--- src/rtl/stereo_tx_pkg.sv ---
package stereo_tx_pkg;
  localparam int NUM_CH = 2;
  localparam int CH_LEFT = 0;
  localparam int CH_RIGHT = 1;

  typedef struct packed {
    logic push;
    logic pop;
    logic setUnderrun;
  } chanStrobeT;
endpackage

--- src/rtl/stereo_tx_ctrl.sv ---
module stereo_tx_ctrl
  import stereo_tx_pkg::*;
(
  input  logic                clk,
  input  logic                rstN,
  input  logic [NUM_CH-1:0]   wrReq,
  input  logic                slotPull,
  input  logic                clrWr,
  input  logic [NUM_CH-1:0]   clrData,
  input  logic [NUM_CH-1:0]   chanEmpty,
  input  logic [NUM_CH-1:0]   chanFull,
  output chanStrobeT          chanStrb [NUM_CH],
  output logic [NUM_CH-1:0]   underrunSts,
  output logic                irq
);
  logic [NUM_CH-1:0] setMask;
  logic [NUM_CH-1:0] clrMask;

  always_comb begin
    for (int i = 0; i < NUM_CH; i++) begin
      chanStrb[i].push        = wrReq[i] & ~chanFull[i];
      chanStrb[i].pop         = slotPull & ~chanEmpty[i];
      chanStrb[i].setUnderrun = slotPull & chanEmpty[i];
      setMask[i]              = chanStrb[i].setUnderrun;
    end
  end

  assign clrMask = clrWr ? clrData : '0;

  always_ff @(posedge clk) begin
    if (!rstN) underrunSts <= '0;
    else       underrunSts <= (underrunSts & ~clrMask) | setMask;
  end

  assign irq = |underrunSts;
endmodule

--- src/rtl/stereo_tx_dpath.sv ---
module stereo_tx_dpath
  import stereo_tx_pkg::*;
#(
  parameter int DATA_W = 16,
  parameter int DEPTH  = 8
) (
  input  logic              clk,
  input  logic              rstN,
  input  chanStrobeT        chanStrb [NUM_CH],
  input  logic [DATA_W-1:0] wrData   [NUM_CH],
  output logic [DATA_W-1:0] sampleOut[NUM_CH],
  output logic [NUM_CH-1:0] chanEmpty,
  output logic [NUM_CH-1:0] chanFull
);
  localparam int PTR_W = (DEPTH > 1) ? $clog2(DEPTH) : 1;
  localparam int CNT_W = $clog2(DEPTH + 1);
  localparam logic [PTR_W-1:0] LAST_IDX = PTR_W'(DEPTH - 1);
  localparam logic [CNT_W-1:0] FULL_CNT = CNT_W'(DEPTH);

  for (genvar ch = 0; ch < NUM_CH; ch++) begin : g_chan
    logic [DATA_W-1:0] mem [DEPTH];
    logic [PTR_W-1:0]  wrPtr;
    logic [PTR_W-1:0]  rdPtr;
    logic [CNT_W-1:0]  count;
    logic [DATA_W-1:0] holdReg;

    always_ff @(posedge clk) begin
      if (chanStrb[ch].push) mem[wrPtr] <= wrData[ch];
    end

    always_ff @(posedge clk) begin
      if (!rstN) begin
        wrPtr   <= '0;
        rdPtr   <= '0;
        count   <= '0;
        holdReg <= '0;
      end else begin
        if (chanStrb[ch].push)
          wrPtr <= (wrPtr == LAST_IDX) ? '0 : wrPtr + 1'b1;
        if (chanStrb[ch].pop) begin
          rdPtr   <= (rdPtr == LAST_IDX) ? '0 : rdPtr + 1'b1;
          holdReg <= mem[rdPtr];
        end
        case ({chanStrb[ch].push, chanStrb[ch].pop})
          2'b10:   count <= count + 1'b1;
          2'b01:   count <= count - 1'b1;
          default: count <= count;
        endcase
      end
    end

    assign chanEmpty[ch] = (count == '0);
    assign chanFull[ch]  = (count == FULL_CNT);
    assign sampleOut[ch] = holdReg;
  end
endmodule

--- src/rtl/stereo_tx_fifo.sv ---
module stereo_tx_fifo
  import stereo_tx_pkg::*;
#(
  parameter int DATA_W = 16,
  parameter int DEPTH  = 8
) (
  input  logic              clk,
  input  logic              rstN,
  input  logic              hostWrLeft,
  input  logic              hostWrRight,
  input  logic [DATA_W-1:0] leftWrData,
  input  logic [DATA_W-1:0] rightWrData,
  input  logic              slotPull,
  input  logic              clrWr,
  input  logic [1:0]        clrData,
  output logic [DATA_W-1:0] leftOut,
  output logic [DATA_W-1:0] rightOut,
  output logic              leftNotFull,
  output logic              rightNotFull,
  output logic [1:0]        underrunSts,
  output logic              irq
);
  chanStrobeT        chanStrb [NUM_CH];
  logic [DATA_W-1:0] wrData   [NUM_CH];
  logic [DATA_W-1:0] sampleOut[NUM_CH];
  logic [NUM_CH-1:0] chanEmpty;
  logic [NUM_CH-1:0] chanFull;
  logic [NUM_CH-1:0] wrReq;

  assign wrReq[CH_LEFT]   = hostWrLeft;
  assign wrReq[CH_RIGHT]  = hostWrRight;
  assign wrData[CH_LEFT]  = leftWrData;
  assign wrData[CH_RIGHT] = rightWrData;

  stereo_tx_ctrl u_ctrl (
    .clk        (clk),
    .rstN       (rstN),
    .wrReq      (wrReq),
    .slotPull   (slotPull),
    .clrWr      (clrWr),
    .clrData    (clrData),
    .chanEmpty  (chanEmpty),
    .chanFull   (chanFull),
    .chanStrb   (chanStrb),
    .underrunSts(underrunSts),
    .irq        (irq)
  );

  stereo_tx_dpath #(.DATA_W(DATA_W), .DEPTH(DEPTH)) u_dpath (
    .clk      (clk),
    .rstN     (rstN),
    .chanStrb (chanStrb),
    .wrData   (wrData),
    .sampleOut(sampleOut),
    .chanEmpty(chanEmpty),
    .chanFull (chanFull)
  );

  assign leftOut      = sampleOut[CH_LEFT];
  assign rightOut     = sampleOut[CH_RIGHT];
  assign leftNotFull  = ~chanFull[CH_LEFT];
  assign rightNotFull = ~chanFull[CH_RIGHT];
endmodule

--- config.mk ---
export PLATFORM = sky130hd
export DESIGN_NAME = stereo_tx_fifo
export DESIGN_NICKNAME = d
export VERILOG_FILES = /design/src/rtl/stereo_tx_pkg.sv /design/src/rtl/stereo_tx_ctrl.sv /design/src/rtl/stereo_tx_dpath.sv /design/src/rtl/stereo_tx_fifo.sv
export SDC_FILE = /design/constraint.sdc
export NUM_CORES = 1
export LEC_CHECK = 0
export BUFFER_PORTS_ARGS = -buffer_cell sky130_fd_sc_hd__buf_2
export CAP_MARGIN = 25
export CELL_PAD_IN_SITES_DETAIL_PLACEMENT = 0
export CELL_PAD_IN_SITES_GLOBAL_PLACEMENT = 1
export CORE_ASPECT_RATIO = 0.7
export CORE_UTILIZATION = 56
export DETAILED_ROUTE_END_ITERATION = 10
export PLACE_DENSITY = 0.84
export SYNTH_ARGS = -nofsm -noshare
export SYNTH_HDL_FRONTEND = slang
export SYNTH_SLANG_ARGS = --single-unit
--- constraint.sdc ---
create_clock -name clk -period 5.9 [get_ports clk]
set_input_delay 0.59 -clock clk [delete_from_list [all_inputs] [get_ports clk]]
set_output_delay 0.59 -clock clk [all_outputs]
set_load 0.02 [all_outputs]
==> impl_metrics.env <==
export IMPL_run_status="complete, no violations"
export IMPL_hp_class="in -> reg"
export IMPL_gp_congestion=0.7452
export IMPL_combPwrFrac_pct=21.1
export IMPL_dp_cells=967
export IMPL_synth_seq_cells=310
export IMPL_portBuffers=76
export IMPL_pwr_share_seq_pct=48.1
export IMPL_dpl_hpwl_um=13170
export IMPL_worst_slew_pin_slew_ns=1.040
export IMPL_p_int_w=0.004065
export IMPL_dieArea_um2=21910
export IMPL_finalHoldViolCount=0
export IMPL_worst_r2r_path_depth=9
export IMPL_clkLatencyLatePin_ns=0.56
export IMPL_synth_seq_area_share_pct=73.47
export IMPL_place_area_um2=12620
export IMPL_synth_warnings=0
export IMPL_syn_num_nets=693
export IMPL_cts_sinks=310
export IMPL_cts_htree_levels=1
export IMPL_root_buffer="clkbuf_16"
export IMPL_final_max_slew_viol_count=0
export IMPL_cts_clk_slew_worst_paths_ns=0.07
export IMPL_clock_path_buffers=3
export IMPL_clock_skew_ns=0.02747
export IMPL_layout_drive_gt1_share_pct=30.56
export IMPL_grt_max_degree=57
export IMPL_dr_pass1_iters=4
export IMPL_area_growth_pct=13.84
export IMPL_holdBufCountCts=0
export IMPL_core_area_um2=20810
export IMPL_die_height_um=124.1
export IMPL_cts_buffers=28
export IMPL_die_x_um=176.5
export IMPL_drc=0
export IMPL_final_area_um2=13590
export IMPL_switchingPower_w=0.001610
export IMPL_wl_per_cell_um=22.49
export IMPL_crit_type="reg -> reg"
export IMPL_fin_nets=778
export IMPL_cts_tree="done"
export IMPL_fin_tns_setup_ns=0
export IMPL_cts_repair_resized=0
export IMPL_required_ns=6.34
export IMPL_max_cap_viol_count=0
export IMPL_avgSynthCellArea_um2=18.68
export IMPL_grt_usage_pct=21.68
export IMPL_switching_share_pct=28.37
export IMPL_syn_area_um2=11930
export IMPL_synthFlopType="edfxtp_1"
export IMPL_overflow=0
export IMPL_vias=6138
export IMPL_ir_drop_mv=0.2259
export IMPL_routed_wl_um=23030
export IMPL_timing_final_crit_period_ns=2.853
export IMPL_postCtsSetupRepairBufs=0
export IMPL_vias_per_cell=5.994
export IMPL_start_kind="flip-flop"
export IMPL_fmax_mhz=350.5
export IMPL_crit_arrival_ns=3.30
export IMPL_grt_pass1_wl_um=35010
export IMPL_pin_count=77
export IMPL_synth_distinct_cells=41
export IMPL_drtAntennaViolNets=0
export IMPL_crit_fanout=23
export IMPL_leakage_nw=4.540
export IMPL_fillers=1401
export IMPL_rsz0062_at_grt="no"
export IMPL_synth_edf_count=256
export IMPL_synth_cells=639
export IMPL_num_rows=44
export IMPL_end_kind="flip-flop"
export IMPL_worstHoldPathCells=1
export IMPL_maxSlewHeadroom_pct=30.64
export IMPL_dr_first_iter_drc_count=494
export IMPL_power_density_nw_per_um2=417.8
export IMPL_grt_pass1_vias=6145
export IMPL_antenna_found_initial=2
export IMPL_period_share_pct=48.35
export IMPL_async_flop_share_pct=0
export IMPL_setup_viol=0
export IMPL_initial_core_util_pct=57.35
export IMPL_instances_no_fill=1024
export IMPL_pwr_share_clk_pct=30.8
## cells by family (layout without fill, tap and decap cells)
group / Yosys count / in the layout / share of synthesized area [%]
buf+inv: 36 / 143 / 1.887
other cells: 0 / 2 / 0
xor+xnor: 6 / 6 / 0.4403
flops: 310 / 310 / 73.47
compound gates: 92 / 92 / 5.043
fa+ha+maj: 14 / 14 / 1.468
mux: 70 / 70 / 12.58
simple gates: 111 / 111 / 5.106
## cell type report
cell class | count | area [um2] | share of cell area, %
Inverter | 2 | 7.507 | 0.05526
Multi-Input combinational cell | 293 | 3043 | 22.40
Antenna cell | 2 | 5.005 | 0.03684
Clock buffer | 38 | 778.2 | 5.729
Sequential cell | 310 | 8773 | 64.58
Tap cell | 276 | 345.3 | 2.542
Clock inverter | 14 | 120.1 | 0.8841
Timing Repair Buffer | 89 | 513.0 | 3.776
## layer usage
layer  GRT usage (%)  part of all wire, %
met1           32.29                   45
met2           33.70                   46
met3           3.907                  6.8
met4           5.119                  1.6
met5               0                    0
## worst max-delay path, stage by stage (launching register included)
cell and delay (ns):
dfxtp_1 0.39, o41ai_4 0.47, inv_2 0.32, ha_1 0.37, xor2_1 0.17, ha_1 0.20
a21oi_1 0.18, xor2_1 0.12, or3_1 0.31, a21boi_0 0.23
## sequential cells by signal, indices dropped and copies added (netlist names)
signal,count
u_dpath.g_chan.count,8
u_dpath.g_chan.mem,256
u_dpath.g_chan.wrPtr,6
u_ctrl.underrunSts,2
u_dpath.g_chan.rdPtr,6
u_dpath.g_chan.holdReg,32
## cells in the final DEF (no fill, tap or decap), drive strengths merged, types with 14 or more instances in the layout
master	count
dfxtp	54
clkbuf	38
o22ai	30
nand2	25
ha	14
o21ai	38
edfxtp	256
nor2	36
buf	89
mux4	64
## metrics by stage
stage,power (W),util [%],setup WS [ns],hold slack [ns]
after floorplan,0.003665,-,3.080,0.4921
after global routing,0.005909,65.26,2.902,0.2923
final,0.005676,65.28,3.047,0.3041
after global placement,0.003934,60.67,3.207,0.4854
after detailed placement,0.003981,60.67,3.030,0.5040
after CTS,0.005715,64.98,3.089,0.2864
## synthesized netlist by cell type (6+ instances only)
library cell  instances  area (um2)
nor2b_1               8       50.05
o21ai_1               6       30.03
dfxtp_1              54        1081
o22ai_1              30       187.7
nand2_1              21       78.83
nor3_1               10       50.05
buf_4                 6       45.04
buf_6                 8       90.09
clkbuf_1             10       37.54
mux4_2               64        1441
edfxtp_1            256        7687
a21boi_0              6       45.04
ha_1                 14       175.2
a21oi_1               6       30.03
mux2i_1               6       60.06
o21ai_0              32       160.2
nor2_1               36       135.1
nand2b_1              6       37.54
buf_2                 6       30.03
## path summary, 6_finish.rpt
kind | start | end | slack [ns]
max | u_dpath.g_chan[0].count[0]$_SDFFE_PN0P_ | u_dpath.g_chan[0].count[2]$_SDFFE_PN0P_ | 3.05
min | rightWrData[0] | u_dpath.g_chan[1].mem[5][0]$_DFFE_PP_ | 0.30
max reg2reg | u_dpath.g_chan[0].count[0]$_SDFFE_PN0P_ | u_dpath.g_chan[0].count[2]$_SDFFE_PN0P_ | 3.05
min reg2reg | u_dpath.g_chan[0].holdReg[10]$_SDFFE_PN0P_ | u_dpath.g_chan[0].holdReg[10]$_SDFFE_PN0P_ | 0.52
## power by group through the flow
| stage | Sequential [W] | Clock (W) | Combinational [W] |
|---|---|---|---|
| global placement | 0.00276 | 0 | 0.00117 |
| floorplan | 0.00282 | 0 | 0.000849 |
| global route | 0.00275 | 0.00185 | 0.00131 |
| CTS | 0.00273 | 0.00177 | 0.00121 |
| finish | 0.00273 | 0.00175 | 0.00120 |
| detailed placement | 0.00277 | 0 | 0.00121 |
(Power assumes the default switching activity.)
